==> src/rtl/pm1_evt_pkg.sv <==
package pm1_evt_pkg;
    localparam int BYTE_W    = 8;
    localparam int LANES     = 4;
    localparam int WORD_W    = LANES * BYTE_W;
    localparam int REG_W     = 16;
    localparam int REG_BYTES = REG_W / BYTE_W;
    localparam int OFF_W     = $clog2(LANES);

    localparam int BIT_TMR = 0;
    localparam int BIT_GBL = 5;
    localparam int BIT_PWR = 8;
    localparam int BIT_SLP = 9;

    localparam logic [REG_W-1:0] SCI_MASK =
        (REG_W'(1) << BIT_TMR) | (REG_W'(1) << BIT_GBL) |
        (REG_W'(1) << BIT_PWR) | (REG_W'(1) << BIT_SLP);

    typedef enum logic [1:0] {
        SZ_BYTE = 2'b00,
        SZ_HALF = 2'b01,
        SZ_WORD = 2'b10,
        SZ_WALT = 2'b11
    } acc_size_e;
endpackage

==> src/rtl/pm1_lane_decode.sv <==
module pm1_lane_decode
    import pm1_evt_pkg::*;
(
    input  logic                             wr_stb,
    input  logic [OFF_W-1:0]                 offset,
    input  logic [1:0]                       size,
    input  logic [WORD_W-1:0]                wdata,
    output logic [LANES-1:0]                 lane_we,
    output logic [LANES-1:0][BYTE_W-1:0]     lane_byte
);
    logic [OFF_W:0] nbytes;

    always_comb begin
        unique case (size)
            SZ_BYTE: nbytes = (OFF_W+1)'(1);
            SZ_HALF: nbytes = (OFF_W+1)'(2);
            default: nbytes = (OFF_W+1)'(LANES);
        endcase
    end

    for (genvar j = 0; j < LANES; j++) begin : g_lane
        localparam logic [OFF_W:0] LANE_IDX = (OFF_W+1)'(j);
        logic [OFF_W:0]  rel;
        logic [WORD_W-1:0] shifted;

        assign rel     = LANE_IDX - {1'b0, offset};
        assign shifted = wdata >> (BYTE_W * int'(rel[OFF_W-1:0]));
        assign lane_we[j]   = wr_stb && !rel[OFF_W] && (rel < nbytes);
        assign lane_byte[j] = shifted[BYTE_W-1:0];
    end
endmodule

==> src/rtl/pm1_status_reg.sv <==
module pm1_status_reg
    import pm1_evt_pkg::*;
(
    input  logic                              clk,
    input  logic                              rst_n,
    input  logic [REG_BYTES-1:0]              clr_we,
    input  logic [REG_BYTES-1:0][BYTE_W-1:0]  clr_byte,
    input  logic [REG_W-1:0]                  set_vec,
    output logic [REG_W-1:0]                  sts_q
);
    logic [REG_W-1:0] clr_mask;

    for (genvar b = 0; b < REG_BYTES; b++) begin : g_clr
        assign clr_mask[b*BYTE_W +: BYTE_W] = clr_we[b] ? clr_byte[b] : '0;
    end

    always_ff @(posedge clk or negedge rst_n) begin
        if (!rst_n) sts_q <= '0;
        else        sts_q <= (sts_q & ~clr_mask) | set_vec;
    end


    sts_set_wins_chk: assert property (@(posedge clk) disable iff (!rst_n)
        (|set_vec) |=> ((sts_q & $past(set_vec)) == $past(set_vec)));


    sts_no_spont_set_chk: assert property (@(posedge clk) disable iff (!rst_n)
        rst_n |=> ((sts_q & ~$past(sts_q) & ~$past(set_vec)) == '0));


    sts_w1c_chk: assert property (@(posedge clk) disable iff (!rst_n)
        (|clr_we) |=> ((sts_q & $past(clr_mask & ~set_vec)) == '0));
endmodule

==> src/rtl/pm1_enable_reg.sv <==
module pm1_enable_reg
    import pm1_evt_pkg::*;
(
    input  logic                              clk,
    input  logic                              rst_n,
    input  logic [REG_BYTES-1:0]              wr_we,
    input  logic [REG_BYTES-1:0][BYTE_W-1:0]  wr_byte,
    output logic [REG_W-1:0]                  en_q
);
    for (genvar b = 0; b < REG_BYTES; b++) begin : g_byte
        always_ff @(posedge clk or negedge rst_n) begin
            if (!rst_n)        en_q[b*BYTE_W +: BYTE_W] <= '0;
            else if (wr_we[b]) en_q[b*BYTE_W +: BYTE_W] <= wr_byte[b];
        end


        en_lane_hold_chk: assert property (@(posedge clk) disable iff (!rst_n)
            !wr_we[b] |=> $stable(en_q[b*BYTE_W +: BYTE_W]));


        en_lane_load_chk: assert property (@(posedge clk) disable iff (!rst_n)
            wr_we[b] |=> (en_q[b*BYTE_W +: BYTE_W] == $past(wr_byte[b])));
    end
endmodule

==> src/rtl/pm1_read_mux.sv <==
module pm1_read_mux
    import pm1_evt_pkg::*;
(
    input  logic [REG_W-1:0]  sts,
    input  logic [REG_W-1:0]  en,
    input  logic [OFF_W-1:0]  offset,
    input  logic [1:0]        size,
    output logic [WORD_W-1:0] rd_data
);
    logic [WORD_W-1:0] shifted;

    assign shifted = {en, sts} >> (BYTE_W * int'(offset));

    always_comb begin
        unique case (size)
            SZ_BYTE: rd_data = {{(WORD_W-BYTE_W){1'b0}}, shifted[BYTE_W-1:0]};
            SZ_HALF: rd_data = {{(WORD_W-REG_W){1'b0}}, shifted[REG_W-1:0]};
            default: rd_data = shifted;
        endcase
    end


    always_comb begin
        if (size == SZ_BYTE) begin
            rd_byte_width_chk: assert (rd_data[WORD_W-1:BYTE_W] == '0);
        end
    end
endmodule

==> src/rtl/pm1_evt_regs.sv <==
module pm1_evt_regs
    import pm1_evt_pkg::*;
(
    input  logic              clk,
    input  logic              rst_n,
    input  logic              acc_valid,
    input  logic              acc_write,
    input  logic [1:0]        acc_offset,
    input  logic [1:0]        acc_size,
    input  logic [31:0]       acc_wdata,
    input  logic              tmr_evt,
    input  logic              pwr_evt,
    input  logic              slp_evt,
    output logic [31:0]       rd_data,
    output logic              sci_level
);
    logic                          wr_stb;
    logic [LANES-1:0]              lane_we;
    logic [LANES-1:0][BYTE_W-1:0]  lane_byte;
    logic [REG_W-1:0]              set_vec;
    logic [REG_W-1:0]              sts_q;
    logic [REG_W-1:0]              en_q;

    assign wr_stb = acc_valid && acc_write;

    always_comb begin
        set_vec          = '0;
        set_vec[BIT_TMR] = tmr_evt;
        set_vec[BIT_PWR] = pwr_evt;
        set_vec[BIT_SLP] = slp_evt;
    end

    pm1_lane_decode u_dec (
        .wr_stb    (wr_stb),
        .offset    (acc_offset),
        .size      (acc_size),
        .wdata     (acc_wdata),
        .lane_we   (lane_we),
        .lane_byte (lane_byte)
    );

    pm1_status_reg u_sts (
        .clk      (clk),
        .rst_n    (rst_n),
        .clr_we   (lane_we[REG_BYTES-1:0]),
        .clr_byte (lane_byte[REG_BYTES-1:0]),
        .set_vec  (set_vec),
        .sts_q    (sts_q)
    );

    pm1_enable_reg u_en (
        .clk     (clk),
        .rst_n   (rst_n),
        .wr_we   (lane_we[LANES-1:REG_BYTES]),
        .wr_byte (lane_byte[LANES-1:REG_BYTES]),
        .en_q    (en_q)
    );

    pm1_read_mux u_rd (
        .sts     (sts_q),
        .en      (en_q),
        .offset  (acc_offset),
        .size    (acc_size),
        .rd_data (rd_data)
    );

    assign sci_level = |(en_q & sts_q & SCI_MASK);


    sci_rise_cause_chk: assert property (@(posedge clk) disable iff (!rst_n)
        $rose(sci_level) |-> $past(wr_stb || (|set_vec)));


    sci_fall_cause_chk: assert property (@(posedge clk) disable iff (!rst_n)
        $fell(sci_level) |-> $past(wr_stb));


    no_lane_on_read_chk: assert property (@(posedge clk) disable iff (!rst_n)
        !wr_stb |-> (lane_we == '0));


    top_lane_only_chk: assert property (@(posedge clk) disable iff (!rst_n)
        (wr_stb && acc_offset == 2'd3) |-> (lane_we == (LANES'(1) << (LANES-1))));
endmodule

==> config.mk <==
export PLATFORM = sky130hd
export DESIGN_NAME = pm1_evt_regs
export DESIGN_NICKNAME = d
export VERILOG_FILES = /design/src/rtl/pm1_evt_pkg.sv /design/src/rtl/pm1_lane_decode.sv /design/src/rtl/pm1_status_reg.sv /design/src/rtl/pm1_enable_reg.sv /design/src/rtl/pm1_read_mux.sv /design/src/rtl/pm1_evt_regs.sv
export SDC_FILE = /design/constraint.sdc
export NUM_CORES = 1
export LEC_CHECK = 0
export ABC_AREA = 1
export BUFFER_PORTS_ARGS = -buffer_cell sky130_fd_sc_hd__buf_4
export CAP_MARGIN = 20
export CORE_MARGIN = 5
export CORE_UTILIZATION = 55
export CTS_CLUSTER_DIAMETER = 100
export DETAILED_ROUTE_END_ITERATION = 16
export HOLD_SLACK_MARGIN = 0.03
export PLACE_DENSITY = 0.88
export SLEW_MARGIN = 20
export SYNTH_ARGS = -nofsm -noshare
export SYNTH_HDL_FRONTEND = slang
export SYNTH_SLANG_ARGS = --single-unit
==> constraint.sdc <==
create_clock -name clk -period 1.65 [get_ports clk]
set_input_delay 0.33 -clock clk [delete_from_list [all_inputs] [get_ports clk]]
set_output_delay 0.33 -clock clk [all_outputs]
set_load 0.05 [all_outputs]
# == Word level (Yosys, flattened, before mapping) ==
# Index checks and enable logic that the tools add are counted.
# word_totals
output_inout_bits,33
inputBits,43
register_bits,32
# classes
addsub,4
mux,4
eq_ne,1
reduce_logical,15
magnitude_cmp,4
n_shift,5
bitwise_logic,4
# op_table
operator,n
$shr A32 B5 Y8,4
$pmux W32 S2,1
$shr A32 B5 Y32,1
$and A16 B16 Y16,1
$mux W8,2
$not A16 Y16,1
$or A16 B10 Y16,1
$lt A3 B3 Y1,4
$and A10 B10 Y10,1
$logic_and A1 B1 Y1,9
$pmux W3 S2,1
$sub A1 B2 Y3 const A,2
$sub A2 B2 Y3 const A,2
$logic_not A1 Y1,4
$reduce_or A4 Y1,1
$eq A2 B1 Y1 const B,1
$logic_not A2 Y1,1

# == Longest topological paths before layout ==
# Gate-level depths: netlist of the first run.
# logic_depth
ltp_word,8
ltp_mapped,15
depth_no_buf,10

# == Modules after synthesis ==
# A second synthesis of the first run with hierarchy kept.
# unflattened
hier_cells,539
hier_area_um2,3081.7
# by_module_without_submodules
mod,area_each_um2,cells_per_inst,n_inst,seq_area_each_um2
pm1_lane_decode,928.4,186,1,0.0
pm1_read_mux,847.1,191,1,0.0
pm1_status_reg,650.6,82,1,400.4
pm1_enable_reg,610.6,68,1,400.4
pm1_evt_regs,45.0,12,1,0.0

# == Least setup slack after synthesis of the first run ==
# Ideal clock, no wire load.
# synth_path
path_type,in2reg
start,input acc_offset[0]
end,register u_en.en_q[0]
t_arrival_ps,2250
t_required_ps,1533
cell_stages,15
path_buffers,5
slack_ps,-718
path_cell_list,buf_6 -> inv_4 -> buf_4 -> buf_2 -> ha_1 -> buf_4 -> clkinv_1 -> buf_2 -> ha_1 -> nand2_1 -> inv_1 -> nand2_1 -> nand3b_2 -> nand2_1 -> nand2_1
# synth_between
elab_chain_len,4
elab_cells_between_ends,6
# synth_lines
item,line_no,rtl
"start, declared",pm1_evt_regs.sv:8,"input logic [1:0] acc_offset,"
$sub A2 B2 Y3 *,pm1_lane_decode.sv:26,"assign rel = LANE_IDX - {1'b0, offset};"
branches (longest 3 deep; another with $shr A32 B5 Y8),-,
"end signal, assigned by index",pm1_enable_reg.sv:13,else if (wr_we[b]) en_q[b*BYTE_W +: BYTE_W] <= wr_byte[b];
"end, declared",pm1_enable_reg.sv:8,output logic [REG_W-1:0] en_q
# Every way passes the cells marked *.
# A chain may end at the register's enable or synchronous reset.

# == Worst setup path after layout of the first run ==
# layout_path
start,input acc_offset[1]
end,output rd_data[9]
# layout_between
elab_chain_len,2
# layout_lines
item,line_no,rtl
$shr A32 B5 Y32,pm1_read_mux.sv:12,"assign shifted = {en, sts} >> (BYTE_W * int'(offset));"
$pmux W32 S2,pm1_read_mux.sv:15,unique case (size)
"end, declared",pm1_evt_regs.sv:14,"output logic [31:0] rd_data,"
# No other way between the ends.

==> flow_summary.ini, run 1 <==
[outcome]
status = finished with violations
violations = setup timing

[synthesis]
ys_async_sr_fraction_pct = 100
ys_types = 25
netlist.area_leader.share_pct = 27.5
ys.warnings.count = 0
ys_seq_area_share_pct = 27.1
syn_inst = 508
syn_area_sq_um = 2960
yosysMostFrequentCell = nand2_1
synth_edf_count = 0
yosys.area.top_type = nand2_1
synth_commonest_cells = nand2_1 (217), nand3_1 (66), inv_1 (62)
syn-num-nets = 558
synth-adder-area-share_pct = 2.96
synth_top_family_by_area = simple AND/OR/NAND/NOR gates
avgSynthCellArea_sq_um = 5.82
synth_area_leaders = nand2_1 (28%), dfrtp_1 (27%), nand3_1 (11%)
synth-xor-area-share_pct = 0
ys_seq_elements = 32
muxShareOfSynthArea_pct = 2.37
synth-simple-area-share_pct = 46.1
synth_compound_area_share_pct = 8.21
synthFlopType = dfrtp_1

[die]
die_w_um = 83.3
num_rows = 26
initial_core_util_pct = 57.2
dieHeight_um = 83.3
core_area_sq_um = 5170
die-area_sq_um = 6940
num_io_pins = 76

[sta]
min_period_ns = 1.67
tns_ns = -0.0465
max_freq_mhz = 600
maxSlewViolCount = 0
skew_ns = 0
relSlewSlack_pct = 70.9
hold_violations = 0
setup_viol = 3
fin_crit_sh_pct = 101
fin_ws_ns = -0.0180
rsz0062_at_grt = yes
worstMarginPinSlew_ns = 0.437

[grt]
grt_pass1_wl_mm = 16.6
grt_usage_pct = 29.0
overflow = 0
grt_max_degree = 36
antenna_found_initial = 0
grt_pass1_vias = 3666

[placement]
placed_area_sq_um = 3990
place_inst = 663
post-place-ws_ns = -0.113
gp_congestion = 0.914
portBuffers = 75
dp_hpwl_mm = 7.60

[finish]
n_antenna_cell = 0
fin_cells = 677
fin_nets = 656
area_delta_synth_final_pct = 45.5
drive_gt1_share_pct = 31.3
finalInstanceArea_sq_um = 4300

[clock_tree]
clock-sinks = 32
clk_latency_ns = 0.29
clockRootBuffer = clkbuf_8
cts_buffers = 5
cts_buffer_depth = 2
cts_tree = yes
clk_pin_slew_ns = 0.07
htree_num_levels = 2

[setup_path]
r2r_setup_slack_ns = 0.76
worst-path-max-fanout = 12
rr_startpoint = u_en.en_q[0]$_DFFE_PN0P_
worst_ep_arrival_time_ns = 1.34
critPathLaunchType = input pin
path_class = in -> out
r2r_cells = 4
endpoint_kind = output pin
rr_endpoint = u_en.en_q[0]$_DFFE_PN0P_
crit_required_ns = 1.32

[job]
drv_cap = 0

[min_path]
hold-path-endpoint = u_sts.sts_q[8]$_DFF_PN0_
hp-class = in -> reg
hold_path_depth = 3
hold_start = pwr_evt

[drt]
routedWlPerCell_um = 16.7
drt_wl_total_mm = 11.3
vias = 3910
drtIter0Drc = 526
drc = 0
detail-route-antenna-nets = 0
viasPerCell = 5.78
drt_pass1_iterations = 6

[power]
p_per_area_nw_per_um2 = 800
irDropWorstVdd_v = 0.000543
p_leak_uw = 0.00241
## layer usage
| layer | global-route usage, % | routed length (um) | vias to the layer above |
|---|---|---|---|
| met5 | 0 | 0 | - |
| met4 | 18.6 | 740 | 0 |
| met3 | 4.65 | 994 | 64 |
| met2 | 50.9 | 5620 | 284 |
| met1 | 32.5 | 3940 | 1786 |
| li1 | - | - | 1776 |
## cell type report
class                      instances  area [sq um]
fill                             307           870
timing repair buffer             115          1010
inverter                          66           260
multi-input combinational        386          2050
clock buffer                       8          90.1
sequential                        32           803
tap                               70          87.6
## cells in the final DEF, fill, tap and decap left out, types with 5 or more instances in the layout
master and count:
clkbuf_8 6, inv_1 59, nor2_4 6, nand2_2 7
o21ai_0 6, nor3_2 7, dfrtp_1 30, a21oi_1 12
buf_4 95, nand2_1 212, nand3_1 66, nor2_2 13
nor2_1 14, ha_1 5, buf_12 5, o21ai_1 5
buf_6 11, a21oi_2 9
## repair_timing
item / in CTS / in global routing
gates resized for setup: 15 / 33
setup buffers: 2 / 1
endpoints found under the hold margin: 32 / 0
setup endpoints to repair: 7 / 15
pin swaps: 2 / 5
hold buffers: 1 / 0
cloned: 0 / 2
## flip-flops by register name, summed over array words and instances, names as in the netlist
name	cells
u_en.en_q	16
u_sts.sts_q	16
## stage by stage
stage,hold slack (ns),power [uW],utilization (%)
after CTS,0.224,3230,80.0
after global routing,0.221,3590,83.2
after detailed placement,0.294,2550,77.1
final,0.211,3440,83.2
after floorplan,0.0344,2030,-
after global placement,0.287,2500,77.1
## cell families after synthesis
logic type	count (synthesis)
simple gates	329
buf+inv	90
compound gates	43
flops	32
mux	7
fa+ha+maj	7
## worst max-delay path, cell delays in order
cell	delay, ns
buf_4	0.12
buf_4	0.17
buf_4	0.25
nor2_1	0.09
nor3_2	0.17
buf_6	0.19
## power by group
part,switching (uW),internal (uW),leakage (uW)
clock,318,341,0.0000455
sequential,147,903,0.000405
combinational,1080,654,0.00195
## how the worst max path moves through the flow
stage                              from                        end  slack [ns]  cells past startpoint
4_1_cts        u_en.en_q[0]$_DFFE_PN0P_                 rd_data[8]       -0.04                      6
5_1_grt        u_en.en_q[1]$_DFFE_PN0P_                 rd_data[9]       -0.15                      5
3_5_place_dp                acc_size[1]  u_en.en_q[11]$_DFFE_PN0P_       -0.11                     10
3_3_place_gp              acc_offset[0]   u_en.en_q[7]$_DFFE_PN0P_       -0.02                     10
6_report                  acc_offset[1]                 rd_data[9]       -0.02                      6
2_1_floorplan             acc_offset[0]   u_en.en_q[0]$_DFFE_PN0P_       -0.35                     15
No activity file was read; power rests on OpenSTA's default activity.
==> run 2: changes to the inputs <==
Settings changed: CELL_PAD_IN_SITES_DETAIL_PLACEMENT set to 0, CELL_PAD_IN_SITES_GLOBAL_PLACEMENT set to 1, CORE_UTILIZATION 55 to 39, PLACE_DENSITY 0.88 to 0.93, SKIP_CTS_REPAIR_TIMING set to 1.
==> flow_summary.ini, run 2 (synthesized netlist as in run 1, its figures left out) <==
[finish]
reg.largest.list = u_en.en_q (16), u_sts.sts_q (16)
multi_input_comb_area_sq_um = 1970
regArea_sq_um = 801
fin_cells = 699
area_delta_synth_final_pct = 40.3
layout_commonest_cell = nand2_1
fin_nets = 649
drive_gt1_share_pct = 27.7
most-common-layout-cells = nand2_1 (215), buf_4 (94), nand3_1 (66)
n_antenna_cell = 0
nFillCells = 705

[placement]
gp_congestion = 0.895
portBuffers = 75
dp_hpwl_mm = 7.38
place_inst = 685

[power]
p_per_area_nw_per_um2 = 770
irDropWorstVdd_v = 0.000415
p_leak_uw = 0.00234
finalPower_uw = 3200

[setup_path]
endpoint_kind = output pin
worstSetupStartpoint = acc_offset[0]
critPathLaunchType = input pin
r2r_cells = 3
rr_endpoint = u_en.en_q[10]$_DFFE_PN0P_
path_class = in -> out
crit_path_end = rd_data[1]
worst-path-max-fanout = 25
rr_startpoint = u_en.en_q[10]$_DFFE_PN0P_
r2r_setup_slack_ns = 0.85
worst_ep_arrival_time_ns = 1.28
crit_required_ns = 1.32

[sta]
rsz0062_at_grt = yes
hold_violations = 0
setup_viol = 0
tns_ns = 0
relSlewSlack_pct = 71.9
holdWs_ns = 0.236
worstMarginPinSlew_ns = 0.421
fin_crit_sh_pct = 97.8
skew_ns = 0
max_freq_mhz = 620
min_period_ns = 1.61
maxSlewViolCount = 0

[die]
num_io_pins = 76
dieHeight_um = 97.1
die-area_sq_um = 9420
num_rows = 31
initial_core_util_pct = 40.3
die_w_um = 97.1
core_area_sq_um = 7330

[clock_tree]
cts_buffer_depth = 2
clockRootBuffer = clkbuf_8
clock-sinks = 32
clk_latency_ns = 0.28
clk_pin_slew_ns = 0.06
cts_buffers = 5
htree_num_levels = 2
cts_tree = yes

[min_path]
hp-class = in -> reg
hold_path_depth = 3

[drt]
drtIter0Drc = 191
drt_wl_total_mm = 9.25
viasPerCell = 4.91
detail-route-antenna-nets = 0
vias = 3431
drc = 0
drt_pass1_iterations = 4
routedWlPerCell_um = 13.2

[outcome]
status = complete, no violations

[grt]
grt_max_degree = 36
antenna_found_initial = 0
grt_pass1_vias = 3406
grt_usage_pct = 19.7
overflow = 0
grt_pass1_wl_mm = 15.6

[job]
drv_cap = 0
-- run 2: worst min path at each step --
| stage | startpoint | to |
|---|---|---|
| 2_1_floorplan | rst_n | u_en.en_q[0]$_DFFE_PN0P_ |
| 3_3_place_gp | rst_n | u_sts.sts_q[7]$_DFF_PN0_ |
| 3_5_place_dp | rst_n | u_sts.sts_q[7]$_DFF_PN0_ |
| 4_1_cts | rst_n | u_sts.sts_q[7]$_DFF_PN0_ |
| 5_1_grt | pwr_evt | u_sts.sts_q[8]$_DFF_PN0_ |
| 6_report | tmr_evt | u_sts.sts_q[0]$_DFF_PN0_ |
-- run 2: report_power, final --
group / switching [uW] / total, uW / internal (uW) / leakage (uW)
clock: 276 / 616 / 340 / 0.0000455
combinational: 953 / 1550 / 595 / 0.00189
sequential: 130 / 1030 / 902 / 0.000408
total: 1360 / 3200 / 1840 / 0.00234
-- run 2: worst max-delay path, stage by stage --
cell and delay [ns]:
buf_4 0.14, inv_4 0.12, buf_12 0.17, o21ai_0 0.11, a21oi_1 0.17, a21oi_2 0.04
buf_4 0.20
-- run 2: cell type report --
| cell class | count | share of cell area [%] |
|---|---|---|
| Inverter | 66 | 6.21 |
| Sequential cell | 32 | 19.3 |
| Tap cell | 99 | 2.99 |
| Multi-Input combinational cell | 386 | 47.5 |
| Timing Repair Buffer | 108 | 21.8 |
| Clock buffer | 8 | 2.17 |
-- run 2: per-layer routing --
layer	track usage, %	share of wire, %	routed length, um
met1	24.2	42	3920
met2	35.6	51	4720
met3	3.16	4.9	450
met4	4.97	1.6	151
met5	0	0	0
-- run 2: per-stage QoR --
| step | utilization (%) | instance area, sq um | worst slack [ns] |
|---|---|---|---|
| final | 56.6 | 4150 | 0.0364 |
| after global routing | 56.6 | 4150 | -0.0381 |
| after CTS | 55.4 | 4060 | -0.0707 |
| after detailed placement | 54.2 | 3970 | -0.0709 |
| after global placement | 54.2 | 3970 | -0.0584 |
| after floorplan | - | 3190 | -0.348 |
